==> src/rtl/safeload_pkg.sv <==
package safeload_pkg;
  localparam int NUM_SLOTS = 5;
  localparam int ADDR_W    = 10;
  localparam int DATA_W    = 28;
  localparam int CTRL_W    = 16;
  localparam int START_BIT = 6;

  typedef enum logic [1:0] {
    ST_IDLE,
    ST_WAIT,
    ST_COPY
  } xferState_t;

  // strobes from control to datapath
  typedef struct packed {
    logic issue;     // emit lowest dirty slot to RAM this cycle
    logic clearAll;  // end of transfer: drop every dirty flag
  } dpStrobe_t;
endpackage

==> src/rtl/safeload_datapath.sv <==
module safeload_datapath
  import safeload_pkg::*;
#(
  parameter int NumSlots = NUM_SLOTS,
  parameter int AddrW    = ADDR_W,
  parameter int DataW    = DATA_W,
  localparam int IdxW    = $clog2(NumSlots)
) (
  input  logic             clk,
  input  logic             rstN,
  input  logic             stageEn,
  input  logic             stageIsData,
  input  logic [IdxW-1:0]  stageIdx,
  input  logic [DataW-1:0] stageVal,
  input  logic             busy,
  input  dpStrobe_t        strobe,
  output logic             anyDirty,
  output logic             ramWe,
  output logic [AddrW-1:0] ramAddr,
  output logic [DataW-1:0] ramData
);
  logic [AddrW-1:0] slotAddr [NumSlots];
  logic [DataW-1:0] slotData [NumSlots];
  logic             dirtyArr [NumSlots];
  logic [NumSlots-1:0] dirty;
  logic [IdxW-1:0]  pickIdx;
  logic [IdxW-1:0]  lastSlot;

  always_comb begin
    for (int i = 0; i < NumSlots; i++) dirty[i] = dirtyArr[i];
  end

  // lowest dirty slot wins
  always_comb begin
    pickIdx = '0;
    for (int i = NumSlots - 1; i >= 0; i--) begin
      if (dirty[i]) pickIdx = IdxW'(i);
    end
  end

  assign anyDirty = |dirty;

  for (genvar s = 0; s < NumSlots; s++) begin : g_slot
    always_ff @(posedge clk) begin
      if (!rstN) begin
        slotAddr[s] <= '0;
        slotData[s] <= '0;
        dirtyArr[s] <= 1'b0;
      end else begin
        if (stageEn && stageIdx == IdxW'(s)) begin
          if (stageIsData) begin
            slotData[s] <= stageVal;
            dirtyArr[s] <= 1'b1;
          end else begin
            slotAddr[s] <= stageVal[AddrW-1:0];
          end
        end
        if (strobe.clearAll) dirtyArr[s] <= 1'b0;
        else if (strobe.issue && pickIdx == IdxW'(s)) dirtyArr[s] <= 1'b0;
      end
    end

    // staged contents frozen while a transfer owns the slots
    p_slot_frozen_r8: assert property (@(posedge clk) disable iff (!rstN)
      busy |=> ($stable(slotAddr[s]) && $stable(slotData[s])));
  end

  always_ff @(posedge clk) begin
    if (!rstN) begin
      ramWe    <= 1'b0;
      ramAddr  <= '0;
      ramData  <= '0;
      lastSlot <= '0;
    end else begin
      ramWe <= strobe.issue;
      if (strobe.issue) begin
        ramAddr  <= slotAddr[pickIdx];
        ramData  <= slotData[pickIdx];
        lastSlot <= pickIdx;
      end
    end
  end

  // back-to-back RAM writes walk the slots upward
  p_ascending_r7: assert property (@(posedge clk) disable iff (!rstN)
    (ramWe && $past(ramWe)) |-> (lastSlot > $past(lastSlot)));

  // nothing left dirty once the end-of-transfer strobe has fired
  p_dirty_cleared_r4: assert property (@(posedge clk) disable iff (!rstN)
    strobe.clearAll |=> !anyDirty);
endmodule

==> src/rtl/safeload_control.sv <==
module safeload_control
  import safeload_pkg::*;
#(
  parameter int CtrlW    = CTRL_W,
  parameter int StartBit = START_BIT
) (
  input  logic             clk,
  input  logic             rstN,
  input  logic             ctrlWrEn,
  input  logic [CtrlW-1:0] ctrlVal,
  input  logic             frameStrobe,
  input  logic             anyDirty,
  output dpStrobe_t        strobe,
  output logic [CtrlW-1:0] ctrlReg,
  output logic             busy,
  output logic             done
);
  localparam logic [CtrlW-1:0] StartMask = CtrlW'(1) << StartBit;

  xferState_t state;

  always_ff @(posedge clk) begin
    if (!rstN) begin
      state   <= ST_IDLE;
      ctrlReg <= '0;
      done    <= 1'b0;
    end else begin
      done <= 1'b0;
      unique case (state)
        ST_IDLE: begin
          if (ctrlWrEn) begin
            ctrlReg <= ctrlVal;
            if (ctrlVal[StartBit]) state <= ST_WAIT;
          end
        end
        ST_WAIT: begin
          if (frameStrobe) state <= ST_COPY;
        end
        ST_COPY: begin
          if (!anyDirty) begin
            state             <= ST_IDLE;
            ctrlReg[StartBit] <= 1'b0;
            done              <= 1'b1;
          end
        end
        default: state <= ST_IDLE;
      endcase
    end
  end

  always_comb begin
    strobe.issue    = (state == ST_COPY) && anyDirty;
    strobe.clearAll = (state == ST_COPY) && !anyDirty;
  end

  assign busy = (state != ST_IDLE);

  // an accepted start write raises busy on the next cycle
  p_start_busy_r2: assert property (@(posedge clk) disable iff (!rstN)
    (state == ST_IDLE && ctrlWrEn && ctrlVal[StartBit]) |=> busy);

  // the start bit only falls together with the completion pulse
  p_selfclear_r3: assert property (@(posedge clk) disable iff (!rstN)
    $fell(ctrlReg[StartBit]) |-> (done && !busy));

  // other control bits untouched by the self-clear
  p_keep_bits_r5: assert property (@(posedge clk) disable iff (!rstN)
    done |-> ((ctrlReg & ~StartMask) == ($past(ctrlReg) & ~StartMask)));

  // the copy phase is entered only on a frame boundary
  p_wait_frame_r6: assert property (@(posedge clk) disable iff (!rstN)
    ($past(state) == ST_WAIT && !$past(frameStrobe)) |-> (state != ST_COPY));
endmodule

==> src/rtl/safeload_ctrl.sv <==
module safeload_ctrl
  import safeload_pkg::*;
#(
  parameter int NumSlots = NUM_SLOTS,
  parameter int AddrW    = ADDR_W,
  parameter int DataW    = DATA_W,
  parameter int CtrlW    = CTRL_W,
  parameter int StartBit = START_BIT,
  localparam int IdxW    = $clog2(NumSlots),
  localparam int SelW    = IdxW + 1
) (
  input  logic             clk,
  input  logic             rstN,
  input  logic             regWrEn,
  input  logic [SelW-1:0]  regSel,
  input  logic [DataW-1:0] regWrData,
  output logic             regWrReady,
  input  logic             frameStrobe,
  output logic [CtrlW-1:0] ctrlReg,
  output logic             busy,
  output logic             done,
  output logic             ramWe,
  output logic [AddrW-1:0] ramAddr,
  output logic [DataW-1:0] ramData
);
  logic      accepted;
  logic      ctrlWrEn;
  logic      stageEn;
  logic      anyDirty;
  dpStrobe_t strobe;

  assign regWrReady = !busy;
  assign accepted   = regWrEn && regWrReady;
  assign ctrlWrEn   = accepted && (regSel == {SelW{1'b1}});
  assign stageEn    = accepted && (int'(regSel[IdxW-1:0]) < NumSlots);

  safeload_control #(
    .CtrlW   (CtrlW),
    .StartBit(StartBit)
  ) u_control (
    .clk        (clk),
    .rstN       (rstN),
    .ctrlWrEn   (ctrlWrEn),
    .ctrlVal    (regWrData[CtrlW-1:0]),
    .frameStrobe(frameStrobe),
    .anyDirty   (anyDirty),
    .strobe     (strobe),
    .ctrlReg    (ctrlReg),
    .busy       (busy),
    .done       (done)
  );

  safeload_datapath #(
    .NumSlots(NumSlots),
    .AddrW   (AddrW),
    .DataW   (DataW)
  ) u_datapath (
    .clk        (clk),
    .rstN       (rstN),
    .stageEn    (stageEn),
    .stageIsData(regSel[SelW-1]),
    .stageIdx   (regSel[IdxW-1:0]),
    .stageVal   (regWrData),
    .busy       (busy),
    .strobe     (strobe),
    .anyDirty   (anyDirty),
    .ramWe      (ramWe),
    .ramAddr    (ramAddr),
    .ramData    (ramData)
  );

  // RAM writes confined to the busy window
  p_ram_in_busy_r6: assert property (@(posedge clk) disable iff (!rstN)
    ramWe |-> busy);

  // completion pulse lasts one cycle
  p_done_pulse_r3: assert property (@(posedge clk) disable iff (!rstN)
    done |=> !done);
endmodule

==> config.mk <==
export PLATFORM = sky130hd
export DESIGN_NAME = safeload_ctrl
export DESIGN_NICKNAME = d
export VERILOG_FILES = /design/src/rtl/safeload_pkg.sv /design/src/rtl/safeload_datapath.sv /design/src/rtl/safeload_control.sv /design/src/rtl/safeload_ctrl.sv
export SDC_FILE = /design/constraint.sdc
export NUM_CORES = 1
export LEC_CHECK = 0
export BUFFER_PORTS_ARGS = -buffer_cell sky130_fd_sc_hd__buf_2
export CORE_UTILIZATION = 50
export DETAILED_ROUTE_END_ITERATION = 8
export PLACE_DENSITY_LB_ADDON = 0.2
export SYNTH_ARGS = -nofsm -noshare
export SYNTH_HDL_FRONTEND = slang
export SYNTH_SLANG_ARGS = --single-unit
==> constraint.sdc <==
create_clock -name clk -period 10.65 [get_ports clk]
set_input_delay 0.5325 -clock clk [delete_from_list [all_inputs] [get_ports clk]]
set_output_delay 0.5325 -clock clk [all_outputs]
set_load 0.02 [all_outputs]
# [Yosys cells after proc, flatten, opt, wreduce, memory -nomap -nowiden]
# Memories as Yosys holds them, arrays and structs flattened. A register that Yosys moved wholly into a read port is not among the register bits.
# Index checks and enable logic that the tools add are counted.
[op_classes] add_sub_neg=0 mul=0 div=0 magnitude_cmp=1 n_eq_ne=15 shifts=0 muxes=95 bitwise_logic=25 n_reduce_logical=29
[ops] operator="28-bit two-way mux" count=5
[ops] operator="1-bit two-way mux" count=73
[ops] operator="10-bit two-way mux" count=5
[ops] operator="1-bit bitwise OR" count=25
[ops] operator="1-bit logical AND" count=15
[ops] operator="3-bit two-way mux" count=5
[ops] operator="3-bit by 2-bit equality test with 1-bit output, second input constant" count=4
[ops] operator="2-bit two-way mux" count=4
[ops] operator="2-bit inequality test, second input constant" count=4
[ops] operator="7-bit two-way mux" count=1
[ops] operator="3-bit by 1-bit equality test with 1-bit output, second input constant" count=2
[ops] operator="3-bit equality test, second input constant" count=2
[ops] operator="3-bit zero test" count=2
[ops] operator="2-bit one-hot mux with 3 select lines" count=1
[ops] operator="5-bit OR reduction" count=1
[ops] operator="4-bit equality test, second input constant" count=1
[ops] operator="1-bit zero test" count=4
[ops] operator="2-bit AND reduction" count=2
[ops] operator="4-bit AND reduction" count=1
[ops] operator="2-bit nonzero test" count=2
[ops] operator="3-bit < comparator, second input constant" count=1
[ops] operator="3-bit AND reduction" count=1
[ops] operator="2-bit by 1-bit equality test with 1-bit output, second input constant" count=1
[ops] operator="2-bit equality test, second input constant" count=1
[ops] operator="other kinds (2)" count=2
[word_totals] reg_bits=20 latch_bits=0 mem_bits_rw=195 mem_bits_ro=0 n_memories=3
[memory_table] memory="u_datapath.slotData" depth=5 word_bits=28 rd=1 rd_clocked_by_memory_dff=1 write_ports=5 line_no="safeload_datapath.sv:23" text="logic [DataW-1:0] slotData [NumSlots];"
[memory_table] memory="u_datapath.slotAddr" depth=5 word_bits=10 rd=1 rd_clocked_by_memory_dff=1 write_ports=5 line_no="safeload_datapath.sv:22" text="logic [AddrW-1:0] slotAddr [NumSlots];"
[memory_table] memory="u_datapath.dirtyArr" depth=5 word_bits=1 rd=5 rd_clocked_by_memory_dff=0 write_ports=5 line_no="safeload_datapath.sv:24" text="logic dirtyArr [NumSlots];"

# [Depth between registers and ports, before layout]
# Gate-level depths: netlist of the first run.
# An unclocked memory read counts as a cell.
[logic_depth] word_depth=13 ltp_mapped=7 ltp_nobuf=4

# [Modules after synthesis]
# Synthesis of the first run repeated with hierarchy kept, for this count alone.
[hier_totals] cells_unflattened=993 hier_area_um2=11293.3
[by_module_without_submodules] mod="safeload_datapath" n_inst=1 cells_each=904 area_each_um2=10512.6 seq_area_each_um2=6626.4
[by_module_without_submodules] mod="safeload_control" n_inst=1 cells_each=84 area_each_um2=747.0 seq_area_each_um2=380.4
[by_module_without_submodules] mod="safeload_ctrl" n_inst=1 cells_each=5 area_each_um2=33.8 seq_area_each_um2=0.0

# [Worst setup path after synthesis of the first run]
# No wires, ideal clock.
[synth_timing] path_kind="input port to flip-flop" start="input port regSel[2]" end="memory u_datapath.dirtyArr[2], enable pin" arrival_ns=3.408 required_ns=10.346 setup_slack_ns=6.938 cell_stages=4 n_path_buf=0 cell_sequence="nor4b_2 > nand3b_1 > o21ai_0 > o21bai_1"
[synth_rtl] element="from (decl)" line_no="safeload_ctrl.sv:15" text="input logic [SelW-1:0] regSel,"
[synth_rtl] element="to (decl)" line_no="safeload_datapath.sv:24"

==> impl_metrics.ini, run 1 <==
[yosys]
synth_seq_area_share_pct = 64.38
synth_async_sr_flop_share_pct = 0
yosys_warnings = 0
synth_nets = 900
avgSynthCellArea_sq_um = 12.60
synth_cell_types = 43
yosys_register_bits = 253
synthTopCellsByCount = 194 x edfxtp_1, 192 x and2_1, 73 x nand2_1
syn_inst = 864
syn_area_sq_um = 10880
ys.flop_type = edfxtp_1
synth.most_common_cell = edfxtp_1
synth_area_leader_cell = edfxtp_1
synth_top_area_share_pct = 53.52
synth_edf_count = 194
synth_area_leaders = edfxtp_1 54%, and2_1 11%, dfxtp_1 11%

[global_route]
met1_usage_pct = 34.40
grt-ovfl-total = 0
grt_max_degree = 45
grt_pass1_wl_microns = 40100
grt_pass1_vias = 7016
track_usage_pct = 23.84
grt_use_met2_pct = 37.69
antenna_found_initial = 0
busiest_layer = met2
use_met3_pct = 3.720

[sta]
finalCriticalPeriod_ns = 2.804
layout_setup_ws_ns = 7.846
fmax_ghz = 0.3567
skew_ns = 0.01074
setup_tns_ns = 0
hold_viol_final = 0
slew_headroom_pct = 19.21
worstMarginPinSlew_ns = 1.199
drv_slew = 0
setup_viol = 0
rsz0062_at_grt = false
period_share_pct = 26.33

[min_path]
min_to = u_control.ctrlReg[10]
hold_path_depth = 3
hold_start = regWrData[10]
hp-class = in -> reg

[die]
dieHeight_microns = 149.5
dieArea_sq_um = 22360
fp.dieW_microns = 149.5
num_rows = 53
pin_count = 94
initial_core_util_pct = 51.45
core_sq_um = 21150

[placed_design]
finalWeightedCongestion = 0.7338
dp_hpwl_microns = 15240
port_buffers = 93
place_area_sq_um = 11590
place_ws_ns = 7.910

[status]
outcome = finished, final reports clean

[route]
drt-initial-drc-count = 756
vias = 7255
dr.pass1.iters = 7
viasPerCell = 5.913
routedWlPerCell_microns = 21.38
wirelength_microns = 26230
detail-route-antenna-nets = 0
route.detailed.drc = 0

[setup_path]
critical_path_class = reg -> reg
worst-path-max-fanout = 21
rr_worst_depth = 5
reg2reg_from = u_datapath.dirtyArr[1]
end_kind = register
required_ns = 11.10
r2r_setup_slack_ns = 7.85
arrival_ns = 3.26
worstSetupStartpointType = register
worstReg2RegEnd = u_datapath.ramAddr[6]

[clocking]
cts_hold_buf = 0
cts.clk_slew.worst_paths_ns = 0.06
cts_tree = built
htree_levels = 1
clk_path_buf_depth = 3
cts_resized = 0
clkLatencyLatePin_ns = 0.53
cts_root_buffer = clkbuf_16
cts.sinks = 253
post_cts_buffers = 0
cts_buffers = 26

[power]
max-vdd-ir-drop_mv = 0.1078
p_leak_nw = 4.687
powerDensity_nw_per_um2 = 168.1

[layout]
final_util_pct = 58.63
final_layout_size_suffix_gt1_share_pct = 17.86
syn_to_final_growth_pct = 13.96
stdcell_area_sq_um = 12400
diodes = 0
nNetsFinal = 968

[run]
cap_violations = 0
-- critical path, cell delays in order, from the launching register on --
cell       delay [ns]
edfxtp_1         0.63
or4_4            0.61
o21ai_2          0.21
and2_1           0.69
buf_4            0.43
o2bb2ai_1        0.15
-- how the worst max path moves through the flow --
stage                            from                      to  slack, ns  depth (start not counted)
5_1_grt        u_datapath.dirtyArr[1]  u_datapath.ramData[21]       7.70                          5
4_1_cts        u_datapath.dirtyArr[1]   u_datapath.ramData[6]       7.87                          5
3_3_place_gp   u_datapath.dirtyArr[1]  u_datapath.ramData[21]       8.00                          5
3_5_place_dp   u_datapath.dirtyArr[1]  u_datapath.ramData[21]       7.91                          5
6_report       u_datapath.dirtyArr[1]   u_datapath.ramAddr[6]       7.85                          5
2_1_floorplan               regSel[2]  u_datapath.dirtyArr[2]       6.94                          4
-- final cells by class --
| class | instances | area [sq um] |
|---|---|---|
| multi-input combinational | 529 | 3563 |
| fill | 1712 | 8751 |
| clock buffer | 40 | 743.2 |
| sequential | 253 | 7007 |
| inverter | 3 | 11.26 |
| clock inverter | 8 | 73.82 |
| timing repair buffer | 119 | 660.6 |
| tap | 275 | 344.1 |
-- flip-flops by register name, indices dropped and copies added (netlist names) --
signal and cells:
u_control.done 1, u_control.ctrlReg 16, u_datapath.slotData 140, u_datapath.ramData 28, u_datapath.slotAddr 50, u_datapath.dirtyArr 5
u_datapath.ramAddr 10, u_datapath.ramWe 1, u_control.state 2
-- layer usage --
metal	vias up	share of wire (%)
met4	0	1.4
li1	3361	-
met3	30	7.6
met5	-	0
met1	3565	44
met2	299	47
-- where the power goes --
part	leakage (nW)	internal, mW	switching (mW)	total (mW)
Sequential	2.50	1.09	0.0124	1.10
Combinational	1.79	0.0347	0.0775	0.112
Clock	0.401	0.504	0.364	0.868
Total	4.69	1.63	0.454	2.08
-- kinds of logic (layout without fill, tap and decap cells) --
kind of cell,Yosys count,after routing,share of synthesized area (%)
buffers and inverters,82,170,3.322
AO/OA/AOI/OAI,229,229,16.81
AND/OR/NAND/NOR,300,300,15.50
flip-flops,253,253,64.38
-- layout by cell type (no fill, tap or decap), drive strengths merged, types with 2 or more instances in the layout --
cell type    n
and2       192
nor4b        2
a222oi      38
a22oi       37
o211a       38
edfxtp     194
o21ai       51
nor4         2
dfxtp       59
buf        119
a21oi        3
clkbuf      40
nand2       73
clkinv       7
a21boi      17
o21bai       2
nor2b        2
nand2b       3
inv          3
nand3b       2
o2bb2ai     37
nand3        3
nor2        14
-- metrics by stage --
stage	hold slack [ns]	cells	total power, mW
global placement	0.4422	1179	1.235
global route	0.3001	1227	2.140
detailed placement	0.4422	1179	1.237
finish	0.2912	1227	2.085
floorplan	0.5040	864	1.190
CTS	0.2818	1227	2.094
(Power assumes the default switching activity.)
==> run 2: changes to the inputs <==
--- a/config.mk
+++ b/config.mk
@@ -5,6 +5,7 @@
 export SDC_FILE = /design/constraint.sdc
 export NUM_CORES = 1
 export LEC_CHECK = 0
+export ABC_AREA = 1
 export BUFFER_PORTS_ARGS = -buffer_cell sky130_fd_sc_hd__buf_2
 export CORE_UTILIZATION = 50
 export DETAILED_ROUTE_END_ITERATION = 8
==> constraint.sdc (replaced) <==
create_clock -name clk -period 2.7 [get_ports clk]
set_input_delay 0.135 -clock clk [delete_from_list [all_inputs] [get_ports clk]]
set_output_delay 0.135 -clock clk [all_outputs]
set_load 0.02 [all_outputs]
==> impl_metrics.ini, run 2 <==
[layout]
top_regs = u_datapath.slotData (140), u_datapath.slotAddr (50), u_datapath.ramData (28)
final_util_pct = 59.19
final_cell_mix = 325 x nor2_1, 194 x edfxtp_1, 179 x nand2_1
largest_reg_flops = 140
syn_to_final_growth_pct = 15.83
nNetsFinal = 1405
layout_commonest_cell = nor2_1
diodes = 0
final_layout_size_suffix_gt1_share_pct = 15.26
top_register = u_datapath.slotData

[global_route]
grt-ovfl-total = 0
antenna_found_initial = 0
grt_pass1_vias = 8651
track_usage_pct = 24.86
grt_pass1_wl_microns = 45830
grt_max_degree = 72

[clocking]
cts_buffers = 26
clkLatencyLatePin_ns = 0.53
htree_levels = 1
cts_tree = built
cts.sinks = 253
cts.clk_slew.worst_paths_ns = 0.07
clk_path_buf_depth = 3
cts_root_buffer = clkbuf_16

[placed_design]
port_buffers = 93
dp_hpwl_microns = 16930
finalWeightedCongestion = 0.7962

[route]
top_layer_used = met4
wirelength_microns = 28660
wl_met2_microns = 13270
wl_met1_microns = 12480
route.detailed.drc = 0
dr_wl_met3_microns = 2207
drt-initial-drc-count = 907
vias = 8802
routedWlPerCell_microns = 17.12
viasPerCell = 5.258
detail-route-antenna-nets = 0
dr.pass1.iters = 5

[min_path]
min_to = u_control.ctrlReg[12]
hold_start = regWrData[12]
hold_path_depth = 3
hp-class = in -> reg

[yosys]
synth.most_common_cell = nor2_1
synth.mux.area_fraction_pct = 0
ys.flop_type = edfxtp_1
synth_area_leader_cell = edfxtp_1
synth_seq_area_share_pct = 60.57
synth_cell_types = 29
synthTopCellsByCount = 325 x nor2_1, 194 x edfxtp_1, 180 x nand2_1
synth_nets = 1325
syn_area_sq_um = 11570
synthAdderAreaFrac_pct = 0
yosys_register_bits = 253
synth_async_sr_flop_share_pct = 0
synthSimpleGateAreaFrac_pct = 27.10
synth_area_leaders = edfxtp_1 50%, nor2_1 11%, dfxtp_1 10%
avgSynthCellArea_sq_um = 8.975
synth_top_family_by_area = simple AND/OR/NAND/NOR gates
synth_compound_area_share_pct = 3.277
syn_inst = 1289
yosys_warnings = 0
synth_top_area_share_pct = 50.36
synth_xor_area_share_pct = 0
synth_edf_count = 194

[die]
initial_core_util_pct = 51.10
num_rows = 55
dieArea_sq_um = 23750
core_sq_um = 22640
fp.dieW_microns = 154.1
pin_count = 94
dieHeight_microns = 154.1

[sta]
drv_slew = 0
hold_viol_final = 0
skew_ns = 0.01834
setup_tns_ns = 0
worstMarginPinSlew_ns = 0.7564
setup_viol = 0
period_share_pct = 80.36
rsz0062_at_grt = false
fmax_ghz = 0.4609
slew_headroom_pct = 49.52
finalCriticalPeriod_ns = 2.170

[setup_path]
critical_path_class = reg -> reg
worstReg2RegEnd = u_datapath.slotData[2][22]
end_kind = register
rr_worst_depth = 8
required_ns = 3.10
worst-path-max-fanout = 23
reg2reg_from = u_control.state[0]
r2r_setup_slack_ns = 0.53
worstSetupStartpointType = register
arrival_ns = 2.57

[run]
cap_violations = 0

[status]
outcome = finished, final reports clean

[power]
max-vdd-ir-drop_mv = 0.5228
p_leak_nw = 6.100
powerDensity_nw_per_um2 = 688.9
run 2: what timing repair did:
action | CTS | global route
resized for setup | 0 | 0
hold buffers | 14 | 0
setup buffers | 0 | 0
endpoints found under the hold margin | 26 | 0
setup endpoints to repair | 0 | 0
run 2: layout make-up:
| class | count | area, sq um |
|---|---|---|
| repair buffers | 137 | 855.8 |
| multi-input cells | 788 | 3521 |
| inverters | 163 | 611.8 |
| flip-flops and latches | 253 | 7007 |
| clock buffers | 29 | 703.2 |
| fillers | 1988 | 9240 |
| clock inverters | 19 | 345.3 |
| well taps | 285 | 356.6 |
run 2: metal layers:
layer	track usage, %	vias up
met5	0	-
met4	7.381	0
met3	3.551	49
met2	41.21	339
met1	34.03	4135
li1	-	4279
run 2: worst max-delay path by stage:
stage / from / end / slack [ns] / cells after the start
CTS: u_control.state[0] / u_datapath.slotData[2][22] / 0.56 / 8
global route: u_control.state[0] / u_datapath.slotData[2][24] / 0.38 / 8
detailed placement: u_control.state[0] / u_datapath.slotData[2][22] / 0.61 / 8
floorplan: u_control.state[1] / u_datapath.slotData[1][0] / 0.67 / 7
finish: u_control.state[0] / u_datapath.slotData[2][22] / 0.53 / 8
global placement: u_control.state[1] / u_datapath.slotData[2][23] / 0.68 / 8
run 2: kinds of logic after synthesis:
kind of cell           count (synthesis)
AO/OA/AOI/OAI                         75
buffers and inverters                248
flip-flops                           253
AND/OR/NAND/NOR                      713
run 2: power by group:
part,switching (mW),total [mW],internal (mW),leakage (nW)
clock network,1.58,4.33,2.75,0.500
registers,0.0328,4.32,4.28,2.56
logic,0.430,0.590,0.159,3.04
run 2: through the flow:
step / worst slack (ns) / instances / hold WS (ns) / power, mW / cell area, sq um
floorplan: 0.6685 / 1289 / 0.2813 / 4.766 / 11570
global placement: 0.6781 / 1612 / 0.4497 / 4.957 / 12210
detailed placement: 0.6063 / 1612 / 0.4522 / 4.969 / 12210
CTS: 0.5574 / 1674 / 0.001382 / 9.261 / 13400
global route: 0.3838 / 1674 / 0.01502 / 9.485 / 13400
finish: 0.5303 / 1674 / 0.005057 / 9.232 / 13400
run 2: worst max-delay path, cell delays in order (launching register included):
cell and delay [ns]:
dfxtp_1 0.36, nor2_4 0.13, nand2_2 0.08, inv_2 0.08, nand2_4 0.08, nor3_4 0.20, nand3_2 0.55, buf_4 0.45
nor2_4 0.09
